$ cat config.mk
export PLATFORM = sky130hd
export DESIGN_NAME = bulk_rx_deframer
export DESIGN_NICKNAME = d
export VERILOG_FILES = /design/src/rtl/deframe_pkg.sv /design/src/rtl/dfr_hdr_check.sv /design/src/rtl/dfr_drop_ctr.sv /design/src/rtl/bulk_rx_deframer.sv
export SDC_FILE = /design/constraint.sdc
export NUM_CORES = 1
export LEC_CHECK = 0
export BUFFER_PORTS_ARGS = -buffer_cell sky130_fd_sc_hd__clkbuf_2
export CORE_MARGIN = 1.5
export CORE_UTILIZATION = 56
export DETAILED_ROUTE_END_ITERATION = 8
export GPL_ROUTABILITY_DRIVEN = 0
export HOLD_SLACK_MARGIN = 0.1
export PLACE_DENSITY_LB_ADDON = 0.12
export SKIP_CTS_REPAIR_TIMING = 1
export SYNTH_ARGS = -nofsm -noshare
export SYNTH_HDL_FRONTEND = slang
export SYNTH_SLANG_ARGS = --single-unit
$ cat constraint.sdc
create_clock -name clk -period 3.2 [get_ports clk]
set_input_delay 0.96 -clock clk [delete_from_list [all_inputs] [get_ports clk]]
set_output_delay 0.96 -clock clk [all_outputs]
set_load 0.005 [all_outputs]
$ cat src/rtl/deframe_pkg.sv
`timescale 1ns/1ps
package deframe_pkg;
    typedef enum logic [2:0] {
        ST_STAT,
        ST_LEN_LO,
        ST_LEN_HI,
        ST_BODY,
        ST_TRAIL,
        ST_TAIL,
        ST_SKIP
    } dfr_state_e;
endpackage

$ cat src/rtl/dfr_hdr_check.sv
`timescale 1ns/1ps
module dfr_hdr_check #(
    parameter int LEN_W       = 16,
    parameter int MAX_PAYLOAD = 1514,
    parameter int TRAIL_BYTES = 4
) (
    input  logic [LEN_W-1:0] len_field,
    output logic             len_ok,
    output logic [LEN_W-1:0] body_len
);
    localparam logic [LEN_W-1:0] TRAIL_L   = LEN_W'(TRAIL_BYTES);
    localparam logic [LEN_W-1:0] MAX_FIELD = LEN_W'(MAX_PAYLOAD + TRAIL_BYTES);

    always_comb begin
        len_ok   = (len_field > TRAIL_L) && (len_field <= MAX_FIELD);
        body_len = len_field - TRAIL_L;
    end
endmodule

$ cat src/rtl/dfr_drop_ctr.sv
`timescale 1ns/1ps
module dfr_drop_ctr #(
    parameter int CNT_W = 16
) (
    input  logic             clk,
    input  logic             rst_n,
    input  logic             bump,
    output logic [CNT_W-1:0] count
);
    always_ff @(posedge clk) begin
        if (!rst_n)    count <= '0;
        else if (bump) count <= count + CNT_W'(1);
    end

    AST_DROP_STEP: assert property (@(posedge clk) disable iff (!rst_n)
        bump |=> count == $past(count) + CNT_W'(1));
    AST_DROP_HOLD: assert property (@(posedge clk) disable iff (!rst_n)
        !bump |=> count == $past(count));
endmodule

$ cat src/rtl/bulk_rx_deframer.sv
`timescale 1ns/1ps
module bulk_rx_deframer
    import deframe_pkg::*;
#(
    parameter logic [7:0] MAGIC       = 8'h40,
    parameter int         MAX_PAYLOAD = 1514,
    parameter int         CNT_W       = 16
) (
    input  logic             clk,
    input  logic             rst_n,
    input  logic [7:0]       in_data,
    input  logic             in_valid,
    input  logic             in_last,
    output logic             in_ready,
    output logic [7:0]       out_data,
    output logic             out_valid,
    output logic             out_last,
    output logic             out_err,
    input  logic             out_ready,
    output logic [CNT_W-1:0] drop_count
);
    localparam int LEN_W       = 16;
    localparam int TRAIL_BYTES = 4;
    localparam int TRAIL_W     = $clog2(TRAIL_BYTES);
    localparam logic [TRAIL_W-1:0] TRAIL_END = TRAIL_W'(TRAIL_BYTES - 1);

    dfr_state_e        state, state_nx;
    logic [7:0]        len_lo;
    logic [LEN_W-1:0]  rem;
    logic [TRAIL_W-1:0] fcnt;
    logic [7:0]        hold_byte;
    logic              hold_err;
    logic              bump;
    logic              len_ok;
    logic [LEN_W-1:0]  body_len;
    logic              in_fire;
    logic              body_final;

    assign in_fire    = in_valid && in_ready;
    assign body_final = (rem == LEN_W'(1));

    dfr_hdr_check #(.LEN_W(LEN_W), .MAX_PAYLOAD(MAX_PAYLOAD), .TRAIL_BYTES(TRAIL_BYTES)) u_hdr (
        .len_field ({in_data, len_lo}),
        .len_ok    (len_ok),
        .body_len  (body_len)
    );

    dfr_drop_ctr #(.CNT_W(CNT_W)) u_drop (
        .clk   (clk),
        .rst_n (rst_n),
        .bump  (bump),
        .count (drop_count)
    );

    // state and datapath registers
    always_ff @(posedge clk) begin
        if (!rst_n) begin
            state     <= ST_STAT;
            len_lo    <= '0;
            rem       <= '0;
            fcnt      <= '0;
            hold_byte <= '0;
            hold_err  <= 1'b0;
        end else begin
            state <= state_nx;
            if (in_fire) begin
                unique case (state)
                    ST_LEN_LO: len_lo <= in_data;
                    ST_LEN_HI: rem    <= body_len;
                    ST_BODY: begin
                        rem <= rem - LEN_W'(1);
                        if (body_final) begin
                            hold_byte <= in_data;
                            hold_err  <= in_last;
                            fcnt      <= '0;
                        end
                    end
                    ST_TRAIL: begin
                        fcnt <= fcnt + TRAIL_W'(1);
                        if (in_last && fcnt != TRAIL_END) hold_err <= 1'b1;
                    end
                    default: ;
                endcase
            end
        end
    end

    // next state and drop decision
    always_comb begin
        state_nx = state;
        bump     = 1'b0;
        unique case (state)
            ST_STAT: if (in_fire && !in_last) begin
                if (in_data == MAGIC) state_nx = ST_LEN_LO;
                else begin
                    state_nx = ST_SKIP;
                    bump     = 1'b1;
                end
            end
            ST_LEN_LO: if (in_fire) state_nx = in_last ? ST_STAT : ST_LEN_HI;
            ST_LEN_HI: if (in_fire) begin
                if (in_last)     state_nx = ST_STAT;
                else if (len_ok) state_nx = ST_BODY;
                else begin
                    state_nx = ST_SKIP;
                    bump     = 1'b1;
                end
            end
            ST_BODY: if (in_fire) begin
                if (body_final)   state_nx = in_last ? ST_TAIL : ST_TRAIL;
                else if (in_last) state_nx = ST_STAT;
            end
            ST_TRAIL: if (in_fire && (in_last || fcnt == TRAIL_END)) state_nx = ST_TAIL;
            ST_TAIL:  if (out_ready) state_nx = ST_STAT;
            ST_SKIP:  if (in_fire && in_last) state_nx = ST_STAT;
            default:  state_nx = ST_STAT;
        endcase
    end

    // port outputs
    always_comb begin
        in_ready  = 1'b0;
        out_valid = 1'b0;
        out_data  = in_data;
        out_last  = 1'b0;
        out_err   = 1'b0;
        unique case (state)
            ST_BODY: begin
                if (body_final) in_ready = 1'b1;
                else begin
                    in_ready  = out_ready;
                    out_valid = in_valid;
                    out_last  = in_last;
                    out_err   = in_last;
                end
            end
            ST_TAIL: begin
                out_valid = 1'b1;
                out_data  = hold_byte;
                out_last  = 1'b1;
                out_err   = hold_err;
            end
            default: in_ready = 1'b1;
        endcase
    end

    AST_TAIL_STALL: assert property (@(posedge clk) disable iff (!rst_n)
        (state == ST_TAIL && !out_ready) |=> (out_valid && out_last && $stable(out_data) && $stable(out_err)));
    AST_SKIP_SILENT: assert property (@(posedge clk) disable iff (!rst_n)
        state == ST_SKIP |-> !out_valid);
    AST_BODY_NONEMPTY: assert property (@(posedge clk) disable iff (!rst_n)
        state == ST_BODY |-> rem != '0);
    AST_CLEAN_END: assert property (@(posedge clk) disable iff (!rst_n)
        (out_valid && out_last && !out_err) |-> state == ST_TAIL);
    AST_HDR_SILENT: assert property (@(posedge clk) disable iff (!rst_n)
        (state == ST_STAT || state == ST_LEN_LO || state == ST_LEN_HI) |-> !out_valid);
    AST_TRAIL_ENTRY: assert property (@(posedge clk) disable iff (!rst_n)
        (state == ST_TRAIL && in_fire && fcnt == TRAIL_END) |=> state == ST_TAIL);
endmodule

==> summary.md, run 1 <==
| Metric | Value |
|---|---|
| Status | `completed` |
| Hold Slack | `462.8 ps` |
| Total wire length | `around 8300 um` |
| Net switching share of the total power | `0.3202` |
| Seq/Total Area, Yosys | `0.3248` |
| Vias | `about 3300` |
| Max Cap Violations | `0` |
| Via/cell ratio | `between 6 and 7` |
| Grt total ovfl | `0` |
| CP peak stage delay | `slightly below 500 ps` |
| Crit path capture type | `output pin` |
| Achievable frequency | `332.1 MHz` |
| Num CTS Buffers | `5` |
| Antenna violations before repair | `0` |
| Final setup vio count | `0` |
| Asr flop ratio synth | `0` |
| Largest net degree at the start of global routing | `39` |
| Drt first pass iters | `5` |
| Ys Warns | `0` |
| R2R depth | `8` |
| Vias in the first global route | `~3000` |
| Final Hold Vio Count | `0` |
| Mapped Area | `3328 um^2` |
| Critical path arrival | `approximately 2100 ps` |
| CTS tree | `built` |
| Power density over cell area | `around 430 nW/um^2` |
| Post-Synthesis Cells | `about 430` |
| CTS root buf | `clkbuf_8` |
| DIE HEIGHT | `80.09 um` |
| H-tree depth | `2` |
| RSZ-0062 raised after global routing | `false` |
| Post-Synth Simple-Gate Area | `0.2996` |
| Family with the most delay on the worst path | `simple AND/OR/NAND/NOR gates` |
| Worst setup startpoint | `rem[7]$_SDFFE_PN0P_` |
| Minimum clock period | `around 3000 ps` |
| Initial DRC count | `around 250` |
| Critical path cell sequence | `nor4_1 -> nand2b_1 -> nor3_1 -> buf_4 -> nor2_1 -> nand2_1 -> o21ai_0 -> clkbuf_2` |
| Hold Path Class | `reg2reg` |
| Crit path buffers/inverters | `2` |
| Max rail drop VDD | `0.2246 mV` |
| Mean Syn Cell Area | `approximately 7.7 um^2` |
| Flops & latches, synth | `54` |
| EDFF count, synth | `0` |
| Psw | `0.0005126 W` |
| Synth Area in Compound Gates | `0.1902` |
| Row count | `27` |
| DRC viols | `0` |
| Syn_nets | `between 400 and 500` |
| Die ar. | `about 6400 um^2` |
| RR Endpoint | `rem[15]$_SDFFE_PN0P_` |
| DRT antenna net count | `0` |
| CP Class | `reg2out` |
| Initial Utilization | `0.5935` |
| Core area | `about 5600 um^2` |
| Placed Area | `between 3000 and 4000 um^2` |
| Final Cycle Share | `0.9410` |
| I/O Buffers | `40` |
| Sink Count | `54` |
| Total GRT Usage | `0.2703` |
| Ys flop type | `dfxtp_1` |
| Synth Area in XOR/XNOR | `0.05789` |
| Leak | `roughly 1.4 nW` |
| First-pass GRT wire length | `about 14000 um` |
| DR WL/cell | `15.40 um` |
| Final #Nets | `between 400 and 500` |
| Clock Power Share | `0.289` |
| Post-synthesis adder-cell area fraction | `0.02256` |
| FF-to-FF Start | `rem[1]$_SDFFE_PN0P_` |
| Die Wd | `80.09 um` |
| Slew headroom | `0.4009` |
| Worst EP required | `between 2000 and 2500 ps` |
| Top Ports | `roughly 40` |
| Int Power | `about 0.0011 W` |
| Sequential power share | `0.458` |
| Flop2flop setup slack | `around 670 ps` |
| Unique masters post-synth | `59` |
| Layout area overhead | `12.18%` |
| Final setup TNS | `0 ps` |
| Post-DP HPWL | `about 6000 um` |
| Critical path's slowest cell | `nor4_1` |
| Share of layout cells above drive strength 1 | `0.1799` |
| Largest family of logic cells by synthesized area | `simple AND/OR/NAND/NOR gates` |
| Worst slew pin tran | `roughly 890 ps` |
| Stages on worst setup path | `8` |
| Clk slew on worst S/H paths | `100 ps` |
| Mux cell area share after synthesis | `0.05113` |
| Design area | `about 3700 um^2` |
| Diodes inserted | `0` |
| Clk_lat worst skew | `300 ps` |
| CP startpoint kind | `flip-flop` |
| Worst Skew | `about 3.7 ps` |
| CP endpoint | `out_err` |
| Combinational Power Share | `0.253` |
| Max Fanout on Critical Path | `7` |
| Max Slew Vio Count | `0` |
| Clk buf depth | `2` |
## cell type report
type	instances	area (um^2)
clock inverter	2	37.54
clock buffer	6	72.57
fill	519	1874
tap	72	90.09
inverter	15	56.30
sequential	54	1081
multi-input combinational	334	2076
timing repair buffer	56	320.3
## kinds of logic after synthesis
family / after synthesis
DFF: 54
AOI/OAI and AO/OA: 97
and+or+nand+nor: 193
xor gates and xnor gates: 22
muxes: 16
buffers and inverters: 44
adders and majority gates: 6
## cells in the final DEF (no fill, tap or decap), types with 5 or more instances in the layout
cell type,n
buf_4,16
nor3_1,21
dfxtp_1,54
o22ai_1,6
or3_1,5
nand3_1,23
nand4_1,5
inv_1,15
mux2_2,8
nor2_1,41
nand2_1,52
o21ai_0,30
and3_1,6
clkbuf_2,40
mux2i_1,8
nor4_1,11
ha_1,6
a21oi_1,25
clkbuf_8,5
xnor2_1,19
## flip-flops by register name, summed over array words and instances, names as in the netlist
signal        count
fcnt              2
hold_byte         8
hold_err          1
len_lo            8
rem              16
state             3
u_drop.count     16
## worst register-to-register path: stages (launching register included)
cell,delay (ps)
dfxtp_1,350
inv_1,90
ha_1,160
nor4b_1,290
nand4_1,180
o21ai_1,330
and3_1,600
o21ai_0,190
a221oi_1,250
## worst min-delay path by stage
| stage | startpoint | end | slack (ps) | depth (start not counted) |
|---|---|---|---|---|
| finish | hold_byte[5]$_SDFFE_PN0P_ | hold_byte[5]$_SDFFE_PN0P_ | 460 | 2 |
| global route | hold_byte[7]$_SDFFE_PN0P_ | hold_byte[7]$_SDFFE_PN0P_ | 500 | 2 |
| global placement | hold_byte[6]$_SDFFE_PN0P_ | hold_byte[6]$_SDFFE_PN0P_ | 430 | 2 |
| floorplan | hold_byte[6]$_SDFFE_PN0P_ | hold_byte[6]$_SDFFE_PN0P_ | 430 | 2 |
| CTS | hold_byte[0]$_SDFFE_PN0P_ | hold_byte[0]$_SDFFE_PN0P_ | 470 | 2 |
| detailed placement | hold_byte[0]$_SDFFE_PN0P_ | hold_byte[0]$_SDFFE_PN0P_ | 450 | 2 |
## metrics by stage
stage               setup WS [ps]  instances    util  total power [W]
finish                      188.9        539  0.6658         0.001601
global route                6.122        539  0.6658         0.001688
CTS                         181.6        539  0.6658         0.001603
detailed placement          132.5        531  0.6461         0.001145
global placement            173.2        531  0.6461         0.001137
floorplan                   302.1        432       -         0.001024
## routing by layer
layer / vias up / track usage / wire length, um
met5: - / 0 / 0
met4: 0 / 0.09310 / 105
met3: 12 / 0.03523 / 373
met2: 96 / 0.4563 / 3898
met1: 1518 / 0.3529 / 3920
li1: 1624 / - / -
## power by group through the flow
stage,combinational [W],clock [W],sequential [W]
floorplan,0.000283,0,0.000740
global placement,0.000391,0,0.000746
detailed placement,0.000397,0,0.000748
CTS,0.000398,0.000473,0.000732
global route,0.000450,0.000500,0.000737
finish,0.000405,0.000463,0.000733
## cells in the mapped netlist (8+ instances only)
library cell	n	area (um^2)
dfxtp_1	54	1081
nand2_1	52	195.2
nor2_1	41	153.9
o21ai_0	30	150.1
a21oi_1	25	125.1
clkbuf_1	23	86.33
nand3_1	23	115.1
nor3_1	21	105.1
xnor2_1	19	166.4
inv_1	15	56.30
nor4_1	11	68.82
mux2_2	8	90.09
mux2i_1	8	80.08
(Power assumes the default switching activity.)
==> run 2: changes to the inputs <==
- CELL_PAD_IN_SITES_DETAIL_PLACEMENT: default -> 0
- CELL_PAD_IN_SITES_GLOBAL_PLACEMENT: default -> 1
- CORE_MARGIN: 1.5 -> 2
- CORE_UTILIZATION: 56 -> 43
==> run 2 against run 1 <==
- worst hold slack better by 3.2 ps
- first-iteration DRC count fell by 59%
- via count decreased by 0.28%
- critical path depth is the same
- sequential cell count unchanged
- sequential power about the same
- power is 3.1% lower
- sequential share of layout area down 0.57 points
- non-clock buffer count increased by 6
- clock skew up 1.0 ps
- highest routed layer unchanged
==> summary.md, run 2 (same netlist as run 1, synthesis figures left out) <==
| Metric | Value |
|---|---|
| Status | `completed` |
| CP startpoint kind | `flip-flop` |
| Final Cycle Share | `0.9209 (-0.02005)` |
| Die Wd | `91.98 um (+15%)` |
| CTS root buf | `clkbuf_8` |
| Clock Power Share | `0.260 (-0.029)` |
| First-pass GRT wire length | `14920 um (+7.6%)` |
| Clk slew on worst S/H paths | `100 ps (about the same)` |
| R2R depth | `8 (unchanged)` |
| Grt total ovfl | `0 (unchanged)` |
| Largest net degree at the start of global routing | `39 (unchanged)` |
| H-tree depth | `2 (unchanged)` |
| Core area | `7607 um^2 (+36%)` |
| Psw | `0.0005300 W (+3.4%)` |
| Clk buf depth | `2 (unchanged)` |
| DRT antenna net count | `0 (unchanged)` |
| DRC viols | `0 (unchanged)` |
| I/O Buffers | `40 (unchanged)` |
| Final Hold Vio Count | `0 (unchanged)` |
| Int Power | `0.001022 W (-6.1%)` |
| Hold Path Sink | `hold_byte[0]$_SDFFE_PN0P_` |
| Crit path capture type | `output pin` |
| Initial DRC count | `101 (-59%)` |
| # placed instances | `567 (+6.8%)` |
| RR Endpoint | `rem[11]$_SDFFE_PN0P_` |
| Via/cell ratio | `5.637 (-6.5%)` |
| Slew headroom | `0.5942 (+0.1933)` |
| RSZ-0062 raised after global routing | `false` |
| Leading cell type in the layout, fill and taps excluded | `dfxtp_1` |
| Antenna violations before repair | `0 (unchanged)` |
| Sequential power share | `0.471 (+0.013)` |
| Vias in the first global route | `3084 (+3.1%)` |
| Initial Utilization | `0.4375 (-0.1560)` |
| Layout area overhead | `14.44%` |
| Max Slew Vio Count | `0 (unchanged)` |
| Drt first pass iters | `4 (-1)` |
| Hold Path Origin | `hold_byte[0]$_SDFFE_PN0P_` |
| DIE HEIGHT | `91.98 um (+15%)` |
| Sink Count | `54 (unchanged)` |
| Clk_lat worst skew | `310 ps (about the same)` |
| Leak | `1.405 nW (+1.8%)` |
| Achievable frequency | `339.3 MHz (+2.2%)` |
| FF-to-FF Start | `rem[7]$_SDFFE_PN0P_` |
| Power density over cell area | `407.4 nW/um^2 (-5.0%)` |
| Top Ports | `41 (unchanged)` |
| Share of layout cells above drive strength 1 | `0.1903 (+0.01040)` |
| Final setup vio count | `0 (unchanged)` |
| Row count | `32 (+19%)` |
| Total wire length | `8839 um (+6.5%)` |
| Critical path arrival | `1990 ps (-60 ps)` |
| Minimum clock period | `2947 ps (-64.15 ps)` |
| Die ar. | `8459 um^2 (+32%)` |
| Max Fanout on Critical Path | `5 (-2)` |
| Max rail drop VDD | `0.1803 mV (-20%)` |
| Final setup TNS | `0 ps (unchanged)` |
| Hold Path Class | `reg2reg` |
| Worst slew pin tran | `607.0 ps (-283.4 ps)` |
| Most frequent cells in the layout | `dfxtp_1, nand2_1, nor2_1` |
| Final #Nets | `491 (+1.2%)` |
| Post-DP HPWL | `6384 um (+6.7%)` |
| Worst Skew | `4.733 ps (+1.021 ps)` |
| Max Cap Violations | `0 (unchanged)` |
| DR WL/cell | `15.37 um (-0.15%)` |
| Worst EP required | `2240 ps (about the same)` |
| CTS tree | `built` |
| Vias | `3241 (-0.28%)` |
| Diodes inserted | `0 (unchanged)` |
| Non-Filler Instances | `575 (+6.7%)` |
| Total GRT Usage | `0.2167 (-0.05367)` |
| CP Class | `reg2out` |
| Biggest regs | `rem (16), u_drop.count (16)` |
| Flop2flop setup slack | `650 ps (-20 ps)` |
| Num CTS Buffers | `5 (unchanged)` |
| Net switching share of the total power | `0.3415 (+0.02133)` |
| Hold Path Stages | `2 (unchanged)` |
| Combinational Power Share | `0.269 (+0.016)` |
run 2: cell types whose count changed in the layout (fill, tap and decap cells not counted), sizes merged:
cell / before / now
clkinvlp: 1 / 0
inv: 15 / 16
bufinv: 1 / 0
buf: 16 / 22
clkinv: 0 / 1
run 2: area by class of cell:
class	instances	area [um^2]
tap	102	127.6
fill	801	3799
inverter	15	56.30
clock buffer	6	72.57
multi-input combinational	334	2076
clock inverter	2	17.52
sequential	54	1081
timing repair buffer	62	377.9
run 2: power groups by stage:
stage	clock (W)	combinational, W	sequential [W]
2_1_floorplan	0	0.000283	0.000740
3_3_place_gp	0	0.000416	0.000746
3_5_place_dp	0	0.000414	0.000746
4_1_cts	0.000419	0.000416	0.000731
5_1_grt	0.000446	0.000465	0.000736
6_report	0.000403	0.000417	0.000731
run 2: critical path: stages (launching register included):
cell and delay, ps:
dfxtp_1 360, nor4_1 460, nand2b_1 160, nor3_1 200, buf_4 160, nor2_1 60
nand2_1 80, o21ai_0 90, clkbuf_2 120
run 2: worst max path at each step:
stage                              startpoint                            end  slack (ps)  cells past startpoint
after floorplan                    in_data[4]   u_drop.count[3]$_SDFFE_PN0P_         300                      8
after global placement             in_data[7]  u_drop.count[11]$_SDFFE_PN0P_         210                      8
after detailed placement           in_data[7]  u_drop.count[15]$_SDFFE_PN0P_         210                      7
after CTS                 rem[8]$_SDFFE_PN0P_                        out_err         250                      8
after global routing      rem[8]$_SDFFE_PN0P_                        out_err          10                      8
final                     rem[8]$_SDFFE_PN0P_                        out_err         250                      8
run 2: stage by stage:
step	power, W	hold WS (ps)	utilization	setup slack, ps	cell area (um^2)
3_3_place_gp	0.001161	437.0	0.4888	208.1	3719
5_1_grt	0.001648	487.3	0.5007	12.20	3809
3_5_place_dp	0.001160	446.6	0.4888	205.9	3719
4_1_cts	0.001566	462.2	0.5007	245.7	3809
6_report	0.001552	466.0	0.5007	253.0	3809
2_1_floorplan	0.001024	425.9	-	302.1	3328
run 2: per-layer routing:
metal  up-vias  global-route usage  share of wire
met4         0             0.05970          0.017
met5         -                   0              0
met3        15             0.03780          0.043
met1      1529              0.2878           0.47
li1       1633                   -              -
met2        64              0.3627           0.47
